==> config.mk <==
export PLATFORM = sky130hd
export DESIGN_NAME = serclk_prescaler
export DESIGN_NICKNAME = d
export VERILOG_FILES = /design/src/rtl/serclk_pkg.sv /design/src/rtl/serclk_frame_cfg.sv /design/src/rtl/serclk_div1_stage.sv /design/src/rtl/serclk_div2_stage.sv /design/src/rtl/serclk_strobe_gen.sv /design/src/rtl/serclk_prescaler.sv
export SDC_FILE = /design/constraint.sdc
export NUM_CORES = 1
export LEC_CHECK = 0
export BUFFER_PORTS_ARGS = -buffer_cell sky130_fd_sc_hd__buf_4
export CAP_MARGIN = 15
export CORE_UTILIZATION = 45
export DETAILED_ROUTE_END_ITERATION = 7
export PLACE_DENSITY = 0.74
export SLEW_MARGIN = 15
export SYNTH_ARGS = -nofsm -noshare
export SYNTH_HDL_FRONTEND = slang
export SYNTH_SLANG_ARGS = --single-unit
==> constraint.sdc <==
create_clock -name clk -period 1.8 [get_ports clk]
set_input_delay 0.36 -clock clk [delete_from_list [all_inputs] [get_ports clk]]
set_output_delay 0.36 -clock clk [all_outputs]
set_load 0.05 [all_outputs]
==> src/rtl/serclk_pkg.sv <==
`timescale 1ns/1ps
package serclk_pkg;
   localparam int unsigned DIV1_SEL_W = 2;
   localparam int unsigned DIV1_CODES = 1 << DIV1_SEL_W;
   localparam int unsigned DIV2_SEL_W = 2;

   typedef struct packed {
      logic drive_lead;
      logic sample_lead;
   } edge_sel_t;

   // exponent of the second-stage half ratio; codes above the limit saturate
   function automatic int unsigned div2_half_exp(input logic [DIV2_SEL_W-1:0] code,
                                                 input int unsigned max_log);
      if (int'(code) > int'(max_log)) return max_log;
      return int'(code);
   endfunction
endpackage

==> src/rtl/serclk_frame_cfg.sv <==
`timescale 1ns/1ps
module serclk_frame_cfg #(
   parameter int unsigned NUM_CS       = 4,
   parameter int unsigned CS_W         = 2,
   parameter int unsigned C1_W         = 4,
   parameter int unsigned H2_W         = 2,
   parameter int unsigned DIV2_MAX_LOG = 2,
   parameter int unsigned DIV1_RATIO [serclk_pkg::DIV1_CODES] = '{2, 4, 7, 10}
) (
   input  logic                                      clk,
   input  logic                                      rst_n,
   input  logic                                      run,
   input  logic [CS_W-1:0]                           cs_idx,
   input  logic [serclk_pkg::DIV1_SEL_W-1:0]         div1_sel,
   input  logic [NUM_CS*serclk_pkg::DIV2_SEL_W-1:0]  div2_sel_flat,
   input  logic [NUM_CS-1:0]                         drive_lead,
   input  logic [NUM_CS-1:0]                         sample_lead,
   output logic [C1_W-1:0]                           r1_ratio,
   output logic [H2_W-1:0]                           half_m1,
   output serclk_pkg::edge_sel_t                     edges
);
   import serclk_pkg::*;

   logic [DIV2_SEL_W-1:0] code_a  [NUM_CS];
   edge_sel_t             edge_a  [NUM_CS];

   for (genvar c = 0; c < NUM_CS; c++) begin : g_chip
      assign code_a[c] = div2_sel_flat[c*DIV2_SEL_W +: DIV2_SEL_W];
      assign edge_a[c] = '{drive_lead: drive_lead[c], sample_lead: sample_lead[c]};
   end

   logic [DIV2_SEL_W-1:0] sel_code;
   edge_sel_t             sel_edges;
   logic [C1_W-1:0]       r1_next;
   logic [H2_W-1:0]       half_next;
   int unsigned           hexp;

   always_comb begin
      sel_code  = code_a[0];
      sel_edges = edge_a[0];
      for (int c = 0; c < NUM_CS; c++) begin
         if (int'(cs_idx) == c) begin
            sel_code  = code_a[c];
            sel_edges = edge_a[c];
         end
      end
      r1_next   = C1_W'(DIV1_RATIO[div1_sel]);
      hexp      = div2_half_exp(sel_code, DIV2_MAX_LOG);
      half_next = H2_W'((1 << hexp) - 1);
   end

   always_ff @(posedge clk or negedge rst_n) begin
      if (!rst_n) begin
         r1_ratio <= C1_W'(DIV1_RATIO[0]);
         half_m1  <= '0;
         edges    <= '0;
      end else if (!run) begin
         r1_ratio <= r1_next;
         half_m1  <= half_next;
         edges    <= sel_edges;
      end
   end
endmodule

==> src/rtl/serclk_div1_stage.sv <==
`timescale 1ns/1ps
module serclk_div1_stage #(
   parameter int unsigned C1_W = 4
) (
   input  logic            clk,
   input  logic            rst_n,
   input  logic            run,
   input  logic [C1_W-1:0] ratio,
   output logic            tick
);
   logic [C1_W-1:0] cnt_q;
   logic            last;

   assign last = (cnt_q == ratio - C1_W'(1));
   assign tick = run & last;

   always_ff @(posedge clk or negedge rst_n) begin
      if (!rst_n)             cnt_q <= '0;
      else if (!run || last)  cnt_q <= '0;
      else                    cnt_q <= cnt_q + C1_W'(1);
   end
endmodule

==> src/rtl/serclk_div2_stage.sv <==
`timescale 1ns/1ps
module serclk_div2_stage #(
   parameter int unsigned H2_W = 2
) (
   input  logic            clk,
   input  logic            rst_n,
   input  logic            run,
   input  logic            tick,
   input  logic [H2_W-1:0] half_m1,
   output logic            phase,
   output logic            toggle
);
   logic [H2_W-1:0] h_q;

   assign toggle = tick & (h_q == half_m1);

   always_ff @(posedge clk or negedge rst_n) begin
      if (!rst_n) begin
         h_q   <= '0;
         phase <= 1'b0;
      end else if (!run) begin
         h_q   <= '0;
         phase <= 1'b0;
      end else if (tick) begin
         if (h_q == half_m1) begin
            h_q   <= '0;
            phase <= ~phase;
         end else begin
            h_q   <= h_q + H2_W'(1);
         end
      end
   end
endmodule

==> src/rtl/serclk_strobe_gen.sv <==
`timescale 1ns/1ps
module serclk_strobe_gen (
   input  logic                  clk,
   input  logic                  rst_n,
   input  logic                  toggle,
   input  logic                  phase,
   input  serclk_pkg::edge_sel_t edges,
   output logic                  drive_stb,
   output logic                  sample_stb
);
   logic lead_now;

   // phase low before a toggle means the coming change leaves idle
   assign lead_now = ~phase;

   always_ff @(posedge clk or negedge rst_n) begin
      if (!rst_n) begin
         drive_stb  <= 1'b0;
         sample_stb <= 1'b0;
      end else begin
         drive_stb  <= toggle & (lead_now == edges.drive_lead);
         sample_stb <= toggle & (lead_now == edges.sample_lead);
      end
   end
endmodule

==> src/rtl/serclk_prescaler.sv <==
`timescale 1ns/1ps
module serclk_prescaler #(
   parameter int unsigned NUM_CS       = 4,
   parameter int unsigned DIV1_CNT_W   = 4,
   parameter int unsigned DIV2_MAX_LOG = 2,
   parameter int unsigned DIV1_RATIO [serclk_pkg::DIV1_CODES] = '{2, 4, 7, 10},
   localparam int unsigned CS_W        = (NUM_CS > 1) ? $clog2(NUM_CS) : 1,
   localparam int unsigned H2_W        = DIV2_MAX_LOG,
   localparam int unsigned FLAT_W      = NUM_CS * serclk_pkg::DIV2_SEL_W
) (
   input  logic                              clk,
   input  logic                              rst_n,
   input  logic                              pre_en,
   input  logic                              frame_go,
   input  logic [serclk_pkg::DIV1_SEL_W-1:0] div1_sel,
   input  logic                              idle_inv,
   input  logic [CS_W-1:0]                   cs_idx,
   input  logic [FLAT_W-1:0]                 div2_sel_flat,
   input  logic [NUM_CS-1:0]                 drive_lead,
   input  logic [NUM_CS-1:0]                 sample_lead,
   output logic                              sclk,
   output logic                              drive_stb,
   output logic                              sample_stb
);
   import serclk_pkg::*;

   if (NUM_CS < 1) begin : g_bad_cs
      $error("serclk_prescaler: NUM_CS must be at least 1");
   end
   if (DIV2_MAX_LOG < 1) begin : g_bad_div2
      $error("serclk_prescaler: DIV2_MAX_LOG must be at least 1");
   end
   for (genvar k = 0; k < DIV1_CODES; k++) begin : g_div1_chk
      if (DIV1_RATIO[k] < 2 || DIV1_RATIO[k] >= (1 << DIV1_CNT_W)) begin : g_bad_ratio
         $error("serclk_prescaler: first-stage ratio out of counter range");
      end
   end

   logic                  run;
   logic [DIV1_CNT_W-1:0] r1_ratio;
   logic [H2_W-1:0]       half_m1;
   edge_sel_t             edges;
   logic                  tick;
   logic                  phase;
   logic                  toggle;

   assign run = pre_en & frame_go;

   serclk_frame_cfg #(
      .NUM_CS(NUM_CS), .CS_W(CS_W), .C1_W(DIV1_CNT_W), .H2_W(H2_W),
      .DIV2_MAX_LOG(DIV2_MAX_LOG), .DIV1_RATIO(DIV1_RATIO)
   ) cfg_i (
      .clk(clk), .rst_n(rst_n), .run(run), .cs_idx(cs_idx), .div1_sel(div1_sel),
      .div2_sel_flat(div2_sel_flat), .drive_lead(drive_lead), .sample_lead(sample_lead),
      .r1_ratio(r1_ratio), .half_m1(half_m1), .edges(edges)
   );

   serclk_div1_stage #(.C1_W(DIV1_CNT_W)) st1_i (
      .clk(clk), .rst_n(rst_n), .run(run), .ratio(r1_ratio), .tick(tick)
   );

   serclk_div2_stage #(.H2_W(H2_W)) st2_i (
      .clk(clk), .rst_n(rst_n), .run(run), .tick(tick), .half_m1(half_m1),
      .phase(phase), .toggle(toggle)
   );

   serclk_strobe_gen stb_i (
      .clk(clk), .rst_n(rst_n), .toggle(toggle), .phase(phase), .edges(edges),
      .drive_stb(drive_stb), .sample_stb(sample_stb)
   );

   assign sclk = phase ^ idle_inv;
endmodule

==> results of run 1 <==
==> worst max-delay path, cell delays in order, from the launching register on <==
cell and delay, ps:
dfstp_2 550, inv_2 50, ha_4 280, xor2_4 150, nand3_2 90, or4_4 420
a21oi_2 140
==> final cells by class <==
class / count / area share [%]
Multi-Input combinational cell: 60 / 44.1
Sequential cell: 17 / 31.5
Timing Repair Buffer: 33 / 18.5
Tap cell: 27 / 2.50
Clock buffer: 4 / 1.94
Inverter: 5 / 1.39
==> logic make-up after synthesis <==
kind of cell,count (synthesis)
DFF,17
xor gates and xnor gates,13
AOI/OAI and AO/OA,11
adders and majority gates,5
and+or+nand+nor,23
muxes,8
buffers and inverters,6
==> timing repair <==
| action | in CTS | in global routing |
|---|---|---|
| gates resized for setup | 0 | 11 |
| hold buffers | 1 | 0 |
| endpoints found under the hold margin | 16 | 0 |
| setup endpoints to repair | 0 | 5 |
==> per-layer routing <==
layer	wire [um]	up-vias	part of all wire, %
li1	-	370	-
met1	818	383	39
met2	1130	31	54
met3	108	2	5.2
met4	20	0	0.97
met5	0	-	0
==> flip-flops by register name (all words and copies together) (netlist names) <==
| register | flops |
|---|---|
| cfg_i.edges | 2 |
| cfg_i.half_m1 | 2 |
| cfg_i.r1_ratio | 4 |
| st1_i.cnt_q | 4 |
| st2_i.h_q | 2 |
| st2_i.phase | 1 |
| stb_i.drive_stb | 1 |
| stb_i.sample_stb | 1 |
==> stage by stage <==
step	worst slack [ps]	instance area, um^2	hold slack (ps)	instances
global route	-0.193	1350	354	146
floorplan	49.9	977	64.4	83
detailed placement	29.7	1250	236	141
finish	57.7	1350	360	146
CTS	8.19	1280	350	146
global placement	95.8	1250	233	141
==> report_power, final <==
group | switching, W | internal (W)
clock network | 0.000121 | 0.0000861
logic | 0.000107 | 0.000126
registers | 0.0000233 | 0.000406
==> synthesized netlist by cell type (2+ instances only) <==
cell      n  area [um^2]
mux4_2    4         90.1
dfrtp_1  16          400
xor2_1    5         43.8
nand3_1   2         10.0
xnor2_1   6         52.6
ha_1      5         62.6
o21ai_0   2         10.0
a21oi_1   7         35.0
nor2_1    3         11.3
nor3_1    4         20.0
inv_1     5         18.8
nor4_1    2         12.5
mux2_2    4         45.0
nand2_1   4         15.0
o31ai_1   2         15.0
and3_1    2         12.5
==> path summary, 6_finish.rpt <==
check                                    endpoint  slack [ps]  depth (start not counted)
min in group asynchronous        stb_i.sample_stb         460                          2
worst max register to register        st2_i.phase          60                          6
worst min register to register     cfg_i.edges[1]         550                          1
worst min-delay path            cfg_i.r1_ratio[2]         360                          3
worst max-delay path                  st2_i.phase          60                          6
max in group asynchronous       cfg_i.r1_ratio[1]        1080                          2
==> results.json, run 1 <==
{
  "worst_hold_path_type": "in -> reg",
  "synth-edff-count": 0,
  "initial_core_util_pct": 48.8,
  "timing.clock.skew_ps": 2.61,
  "floorplan.die_area_mm2": 0.00236,
  "peakVddDrop_uv": 332,
  "min_period_over_period_pct": 96.8,
  "setup-violations-final": 0,
  "timing.critical_path.required_ps": 2030,
  "met2_demand_to_capacity_share_in_global_routing_pct": 34.5,
  "post-route-min-period_ps": 1740,
  "synth_compound_gate_area_share_pct": 6.15,
  "coreArea_mm2": 0.00200,
  "tightestPinTransition_ps": 365,
  "antenna_cells": 0,
  "final.fill_count": 150,
  "fin_total_pwr_w": 0.000870,
  "vias_in_the_first_global_route": 844,
  "multiplexer_fraction_of_the_synthesized_cell_area_pct": 13.8,
  "max-cap-violations": 0,
  "worst_setup_hold_path_clk_slew_ps": 100,
  "drt-vias-per-instance": 5.38,
  "regArea_um2": 427,
  "post_synth_xor_area_fraction_pct": 14.0,
  "synth_fp_nets": 113,
  "met1_usage_pct": 23.9,
  "final-hold-violation-count": 0,
  "power_density_mw_per_mm2": 644,
  "cts-buffers-inserted": 3,
  "count_of_unique_library_cells_instantiated_by_yosys": 26,
  "clockRootBuffer": "clkbuf_4",
  "final_layout_size_suffix_gt1_share_pct": 47.9,
  "postSynth.topFlopCell": "dfrtp_1",
  "dp_hpwl_um": 1620,
  "placement.io_buffers": 27,
  "drt_pass1_iterations": 4,
  "final_net_count": 150,
  "syn_inst": 83,
  "yosys.area_share.simple_pct": 13.7,
  "layout.core_utilization_pct": 67.6,
  "dr_iter_0_viols": 19,
  "combinational_family_with_the_most_area_after_synthesis": "XOR/XNOR gates",
  "wl_per_cell_um": 14.2,
  "async_reset_ff_share_pct": 100,
  "floorplan.die.height_um": 48.6,
  "via_count": 786,
  "yosys.area_share.adder_pct": 6.40,
  "clock_sink_count": 17,
  "slew_viol_final": 0,
  "worstPathMaxFanout": 2,
  "multiInputGateArea_um2": 597,
  "overflow_after_grt": 0,
  "dieWidth_um": 48.6,
  "max_clock_freq_mhz": 574,
  "cts_tree": "yes",
  "yosys_warnings": 0,
  "max-slew-margin-rel_pct": 75.6,
  "clk_latency_ps": 290,
  "seq_area_frac_synth_pct": 43.7,
  "io-pin-count": 28,
  "static-leakage-power_nw": 0.613,
  "layout.cells.most_common_list": "32 x buf_4, 16 x dfrtp_1, 6 x xnor2_1, 6 x a21oi_1",
  "largest_net_degree_at_the_start_of_global_routing": 18,
  "grt_first_pass_wirelength_um": 3600,
  "grt_antenna_before_repair": 0,
  "run_status": "complete, no violations",
  "layout_commonest_cell": "buf_4",
  "synth.ff_latch_count": 17,
  "grt_usage_pct": 20.3,
  "postCtsSetupBuffers": 0,
  "ctsHtreeMaxLevel": 1,
  "detailed_route_wl_um": 2070,
  "holdCritStartpoint": "div1_sel[1]",
  "drt_drc_violations_left": 0,
  "busiest_layer": "met2",
  "area_growth_pct": 38.4,
  "post_synth_instance_area_um2": 977,
  "worstSetupStartpoint": "cfg_i.r1_ratio[1]",
  "post_synth.cell_area_avg_um2": 11.8,
  "worstSetupStartpointType": "register",
  "worst-endpoint-arrival_ps": 1970,
  "detail-route-antenna-nets": 0,
  "std_cell_rows": 16,
  "end_kind": "register",
  "cts_max_path_buffers": 2,
  "groute.layer.met3.usage_pct": 3.14,
  "gpl.final_weighted_congestion": 0.876,
  "r2r_start": "cfg_i.r1_ratio[1]",
  "setup.worst_path.class": "reg -> reg",
  "setup_tns_ps": 0
}
Power figures use the tool's default switching activity.
==> inputs of run 2 (changes only) <==
- CORE_UTILIZATION: 45 -> 50
- PLACE_DENSITY: 0.74 -> 0.78
- clock period: 1.8 -> 1.9 ns (I/O delays scaled with it)
==> run 2 against run 1 <==
Via count fell by 5.0%. Largest power group unchanged. Power down 8.2%. Final cell count decreased by 2.7%. Combinational power shrank 17%. Critical path type unchanged. Clock power fell by 3%. Register-to-register slack better by 50 ps. Count of clock-buffer cells in the layout shrank 1. Worst hold slack better by 5.0 ps.
==> results.json, run 2 (synthesized netlist as in run 1, its figures left out) <==
{
  "run_status": "complete, no violations",
  "layout_commonest_cell": "buf_4",
  "final.fill_count": 139,
  "r2r_start": "cfg_i.r1_ratio[1]",
  "final-hold-violation-count": 0,
  "largest_net_degree_at_the_start_of_global_routing": 18,
  "layout.cells.most_common_list": "30 x buf_4, 16 x dfrtp_1, 7 x a21oi_1, 6 x xnor2_1, 5 x inv_1",
  "internal-power_w": 0.000570,
  "power.switching_fraction_pct": 28.7,
  "slew_viol_final": 0,
  "timing.clock.skew_ps": 3.68,
  "floorplan.die.height_um": 46.2,
  "biggestRegsByFlops": "cfg_i.r1_ratio (4), st1_i.cnt_q (4)",
  "drt_pass1_iterations": 4,
  "cp.buffers_inverters": 1,
  "drt-vias-per-instance": 5.26,
  "setup-violations-final": 0,
  "end_kind": "register",
  "placement.io_buffers": 27,
  "dp_hpwl_um": 1510,
  "path_cells": "inv_1 > ha_4 > xor2_2 > nand3_2 > or4_1 > a21oi_1",
  "dr_iter_0_viols": 8,
  "clockRootBuffer": "clkbuf_4",
  "setup_tns_ps": 0,
  "fin_hold_ws_ps": 365,
  "final_net_count": 148,
  "reg2reg_to": "st2_i.phase",
  "grt_antenna_before_repair": 0,
  "dieWidth_um": 46.2,
  "grt_first_pass_wirelength_um": 3080,
  "floorplan.die_area_mm2": 0.00214,
  "cts_tree": "yes",
  "worstSetupStartpointType": "register",
  "worst-endpoint-arrival_ps": 2020,
  "slowest_delay_ps": 540,
  "drt_drc_violations_left": 0,
  "power_switching_w": 0.000229,
  "antenna_cells": 0,
  "power_density_mw_per_mm2": 621,
  "cp-endpoint": "st2_i.phase",
  "setup.worst_path.class": "reg -> reg",
  "area_growth_pct": 31.8,
  "std_cell_rows": 15,
  "worstPathMaxFanout": 2,
  "initial_core_util_pct": 54.8,
  "power.share.combinational_pct": 24.1,
  "clock_sink_count": 17,
  "io-pin-count": 28,
  "ctsHtreeMaxLevel": 1,
  "fin_total_pwr_w": 0.000799,
  "worst_hold_path_type": "in -> reg",
  "max_clock_freq_mhz": 558,
  "critical_path_depth": 6,
  "postCtsSetupBuffers": 0,
  "overflow_after_grt": 0,
  "tightestPinTransition_ps": 379,
  "min_period_over_period_pct": 94.3,
  "grt_usage_pct": 20.5,
  "worstSetupStartpoint": "cfg_i.r1_ratio[1]",
  "timing.reg2reg.worst_path_depth": 6,
  "coreArea_mm2": 0.00178,
  "final_layout_size_suffix_gt1_share_pct": 41.9,
  "max-cap-violations": 0,
  "peakVddDrop_uv": 330,
  "cts_max_path_buffers": 2,
  "timing.critical_path.required_ps": 2130,
  "grt_setup_unrepaired": "no",
  "vias_in_the_first_global_route": 771,
  "power_frac_clock_pct": 25.1,
  "via_count": 747,
  "gpl.final_weighted_congestion": 0.756,
  "post-route-min-period_ps": 1790,
  "cts-buffers-inserted": 3,
  "detailed_route_wl_um": 1880,
  "max-slew-margin-rel_pct": 74.6,
  "worst_setup_hold_path_clk_slew_ps": 110,
  "wl_per_cell_um": 13.3,
  "p_seq_share_pct": 50.8,
  "critical-path-slowest-cell": "dfstp_2",
  "cp_top_family": "simple AND/OR/NAND/NOR gates",
  "detail-route-antenna-nets": 0,
  "reg2reg_slack_ps": 110,
  "clk_latency_ps": 290,
  "static-leakage-power_nw": 0.603
}
[run 2: area by class of cell]
type | instances | area (um^2) | share of cell area (%)
Sequential cell | 17 | 427 | 33.1
Timing Repair Buffer | 31 | 235 | 18.3
Tap cell | 25 | 31.3 | 2.43
Clock buffer | 3 | 22.5 | 1.75
Clock inverter | 1 | 5.00 | 0.389
Multi-Input combinational cell | 60 | 548 | 42.6
Inverter | 5 | 18.8 | 1.46
[run 2: worst min-delay path by stage]
stage	from	to	slack (ps)	cells past startpoint
floorplan	rst_n	cfg_i.edges[0]	80	0
global placement	rst_n	st1_i.cnt_q[3]	250	1
detailed placement	rst_n	st1_i.cnt_q[3]	260	1
CTS	div1_sel[0]	cfg_i.r1_ratio[1]	370	3
global route	div1_sel[0]	cfg_i.r1_ratio[1]	380	3
finish	div1_sel[0]	cfg_i.r1_ratio[1]	370	3
[run 2: power groups by stage]
stage,Clock [W],Sequential (W),Combinational (W)
floorplan,0,0.000410,0.000108
global placement,0,0.000413,0.000180
detailed placement,0,0.000413,0.000185
CTS,0.000203,0.000406,0.000187
global route,0.000215,0.000410,0.000214
finish,0.000201,0.000406,0.000193
[run 2: per-stage QoR]
step / cell area [um^2] / utilization, % / std cells / worst slack, ps
floorplan: 977 / - / 83 / 63.1
global placement: 1230 / 69.0 / 137 / 115
detailed placement: 1230 / 69.0 / 137 / 87.5
CTS: 1270 / 71.1 / 142 / 68.2
global route: 1290 / 72.2 / 142 / 3.77
finish: 1290 / 72.2 / 142 / 108
[run 2: what timing repair did]
item / 4_1_cts / 5_1_grt
endpoints found under the hold margin: 16 / 0
gates resized for setup: 0 / 2
hold buffers: 1 / 0
setup endpoints to repair: 0 / 2
[run 2: metal layers]
layer / GRT usage (%) / vias up / wire (um)
met1: 24.6 / 361 / 788
met3: 3.53 / 2 / 83
met5: 0 / - / 0
met4: 5.29 / 0 / 20
met2: 37.5 / 23 / 990
li1: - / 361 / -
[run 2: worst reg2reg max path: cells and delay by family, from the launching register on]
family,cells,cell delay [ps]
buf+inv,1,60
fa+ha+maj,1,270
xor+xnor,1,160
simple gates,2,550
flops,1,540
compound gates,1,150
==> inputs of run 3 (changes only) <==
- SYNTH_HIERARCHICAL: default -> 1
==> run 3 against run 2 <==
First-iteration DRC count decreased by 13%. Worst setup slack worse by 65 ps. Register-to-register slack got worse by 60 ps. Worst hold slack better by 24 ps. Power shrank 1.5%. Final cell count did not move. Area after synthesis grew 2.8%. Sequential power about the same. Synthesized cell count is 1.2% lower. Fmax decreased by 3.5%. Largest cell class unchanged.
==> results.json, run 3 <==
{
  "run_status": "complete, no violations",
  "final_layout_size_suffix_gt1_share_pct": 45.3,
  "biggestRegsByFlops": "cfg_i/r1_ratio (4), st1_i/cnt_q (4)",
  "worst-endpoint-arrival_ps": 2040,
  "cp-endpoint": "st2_i/h_q[1]",
  "worstSetupStartpoint": "cfg_i/r1_ratio[1]",
  "detail-route-antenna-nets": 0,
  "placement.io_buffers": 27,
  "clock_sink_count": 17,
  "antenna_cells": 0,
  "worst_setup_hold_path_clk_slew_ps": 100,
  "timing.clock.skew_ps": 13.3,
  "layout_commonest_cell": "buf_4",
  "internal-power_w": 0.000580,
  "cts_tree": "yes",
  "setup-violations-final": 0,
  "synthDominantCellAreaShare_pct": 39.9,
  "grt_usage_pct": 18.8,
  "design_area_mm2": 0.00132,
  "cts-buffers-inserted": 3,
  "syn_inst": 82,
  "critical-path-slowest-cell": "dfstp_2",
  "path_cells": "inv_2 > ha_4 > xnor2_2 > nor3_4 > and3_4 > nand2_2 > xnor2_1 > and3_2",
  "setup_tns_ps": 0,
  "instances_no_fill": 142,
  "max-slew-margin-rel_pct": 80.9,
  "ctsHtreeMaxLevel": 1,
  "power_frac_clock_pct": 24.5,
  "power_switching_w": 0.000207,
  "peakVddDrop_uv": 322,
  "floorplan.die_area_mm2": 0.00219,
  "synth.area.top_cells": "dfrtp_1 40%, ha_1 6.2%, xnor2_1 6.1%",
  "yosys_warnings": 6,
  "setup.worst_path.class": "reg -> reg",
  "final.fill_count": 143,
  "reg2reg_slack_ps": 40,
  "io-pin-count": 28,
  "seq_area_frac_synth_pct": 42.5,
  "setup_slack_ps": 42.8,
  "largest_net_degree_at_the_start_of_global_routing": 18,
  "timing.critical_path.required_ps": 2080,
  "drt-vias-per-instance": 5.09,
  "timing.reg2reg.worst_path_depth": 8,
  "synthTopCellsByCount": "16 x dfrtp_1, 7 x xnor2_1, 6 x xor2_1",
  "wl_per_cell_um": 11.8,
  "drt_drc_violations_left": 0,
  "static-leakage-power_nw": 0.661,
  "cp_top_family": "simple AND/OR/NAND/NOR gates",
  "postSynth.topFlopCell": "dfrtp_1",
  "slowest_delay_ps": 550,
  "synthDominantAreaCellType": "dfrtp_1",
  "reg2reg_to": "st2_i/h_q[1]",
  "via_count": 723,
  "dieWidth_um": 46.8,
  "power.switching_fraction_pct": 26.3,
  "cp.buffers_inverters": 1,
  "grt_antenna_before_repair": 0,
  "slew_viol_final": 0,
  "count_of_unique_library_cells_instantiated_by_yosys": 31,
  "grt_first_pass_wirelength_um": 2850,
  "cts_max_path_buffers": 2,
  "r2r_start": "cfg_i/r1_ratio[1]",
  "vias_in_the_first_global_route": 728,
  "min_period_over_period_pct": 97.7,
  "final_net_count": 148,
  "post_synth_instance_area_mm2": 0.00100,
  "synth_fp_nets": 112,
  "worstSetupStartpointType": "register",
  "worstPathMaxFanout": 3,
  "worst_hold_path_type": "in -> reg",
  "grt_setup_unrepaired": "yes",
  "tightestPinTransition_ps": 284,
  "post_synth.cell_area_avg_um2": 12.3,
  "area_growth_pct": 31.1,
  "synth.most_common_cell": "dfrtp_1",
  "critical_path_depth": 8,
  "end_kind": "register",
  "post-route-min-period_ps": 1860,
  "std_cell_rows": 15,
  "power_density_mw_per_mm2": 597,
  "synth-edff-count": 0,
  "synth.ff_latch_count": 17,
  "final-hold-violation-count": 0,
  "floorplan.die.height_um": 46.8,
  "overflow_after_grt": 0,
  "clockRootBuffer": "clkbuf_4",
  "async_reset_ff_share_pct": 100,
  "detailed_route_wl_um": 1670,
  "max-cap-violations": 0,
  "pre_cts_ws_ps": 9.98,
  "layout.cells.most_common_list": "32 x buf_4, 16 x dfrtp_1, 6 x xor2_1, 6 x xnor2_1",
  "power.share.combinational_pct": 24.0,
  "coreArea_mm2": 0.00180,
  "numPlacedInstances": 136,
  "p_seq_share_pct": 51.5,
  "max_clock_freq_mhz": 538,
  "drt_pass1_iterations": 4,
  "dr_iter_0_viols": 7,
  "initial_core_util_pct": 55.8,
  "dp_hpwl_um": 1360,
  "gpl.final_weighted_congestion": 0.748,
  "placed_area_mm2": 0.00127,
  "clk_latency_ps": 290
}
-- run 3: changes by cell type in the layout (fill, tap and decap cells not counted), sizes merged, moves of 2 or more --
cell / change
a21oi: -6
buf: +2
o31ai: -2
nor2: -3
and2: +2
mux2i: +3
nor4: -2
a211oi: +3
nor3: -3
-- run 3: timing repair --
| action | in CTS | in global routing |
|---|---|---|
| resized for setup | 0 | 2 |
| gates cloned | 0 | 0 |
| hold endpoints to repair | 16 | 0 |
| hold buffers | 1 | 0 |
| endpoints found under the setup margin | 1 | 1 |
| setup buffers | 1 | 0 |
| pin swaps | 0 | 1 |
-- run 3: kinds of logic (layout without fill, tap and decap cells) --
group / after synthesis / count (layout) / synth area share (%)
AOI/OAI and AO/OA: 9 / 9 / 5.98
xor gates and xnor gates: 14 / 14 / 13.7
adders and majority gates: 5 / 5 / 6.23
buffers and inverters: 8 / 43 / 4.48
DFF: 17 / 17 / 42.5
muxes: 10 / 10 / 14.9
and+or+nand+nor: 19 / 19 / 12.2
-- run 3: worst register-to-register path, stage by stage (launching register included) --
cell and delay (ps):
dfstp_2 550, inv_2 40, ha_4 210, xnor2_2 140
nor3_4 190, and3_4 230, nand2_2 60, xnor2_1 120
and3_2 200
-- run 3: routing by layer --
layer | vias to the layer above | wire length [um] | track usage [%]
met2 | 28 | 800 | 31.9
met1 | 337 | 741 | 22.3
met4 | 0 | 44 | 12.0
met3 | 5 | 86 | 2.31
li1 | 353 | - | -
met5 | - | 0 | 0
-- run 3: how the worst min path moves through the flow --
stage,startpoint,slack (ps),cells past startpoint,end
after floorplan,rst_n,80,0,cfg_i/edges[0]
after global placement,rst_n,250,1,st1_i/cnt_q[1]
after detailed placement,rst_n,250,1,st1_i/cnt_q[1]
after CTS,div1_sel[0],390,3,cfg_i/r1_ratio[1]
after global routing,div1_sel[0],410,3,cfg_i/r1_ratio[1]
final,div1_sel[0],390,3,cfg_i/r1_ratio[1]
-- run 3: power groups by stage --
| stage | clock network (W) | logic (W) | registers, W |
|---|---|---|---|
| 2_1_floorplan | 0 | 0.000117 | 0.000408 |
| 3_3_place_gp | 0 | 0.000181 | 0.000411 |
| 3_5_place_dp | 0 | 0.000186 | 0.000413 |
| 4_1_cts | 0.000198 | 0.000191 | 0.000405 |
| 5_1_grt | 0.000213 | 0.000211 | 0.000409 |
| 6_report | 0.000193 | 0.000189 | 0.000405 |
-- run 3: area by class of cell --
cell class	instances	area, um^2	share of cell area [%]
Clock buffer	4	26.3	1.99
Inverter	6	22.5	1.71
Multi-Input combinational cell	57	561	42.5
Sequential cell	17	427	32.4
Tap cell	25	31.3	2.37
Timing Repair Buffer	33	250	19.0
-- run 3: per-stage QoR --
step	power (W)	hold slack (ps)	utilization (%)
after floorplan	0.000524	84.4	-
after global placement	0.000591	248	70.6
after detailed placement	0.000599	252	70.6
after CTS	0.000794	391	73.0
after global routing	0.000832	410	73.1
final	0.000787	389	73.1
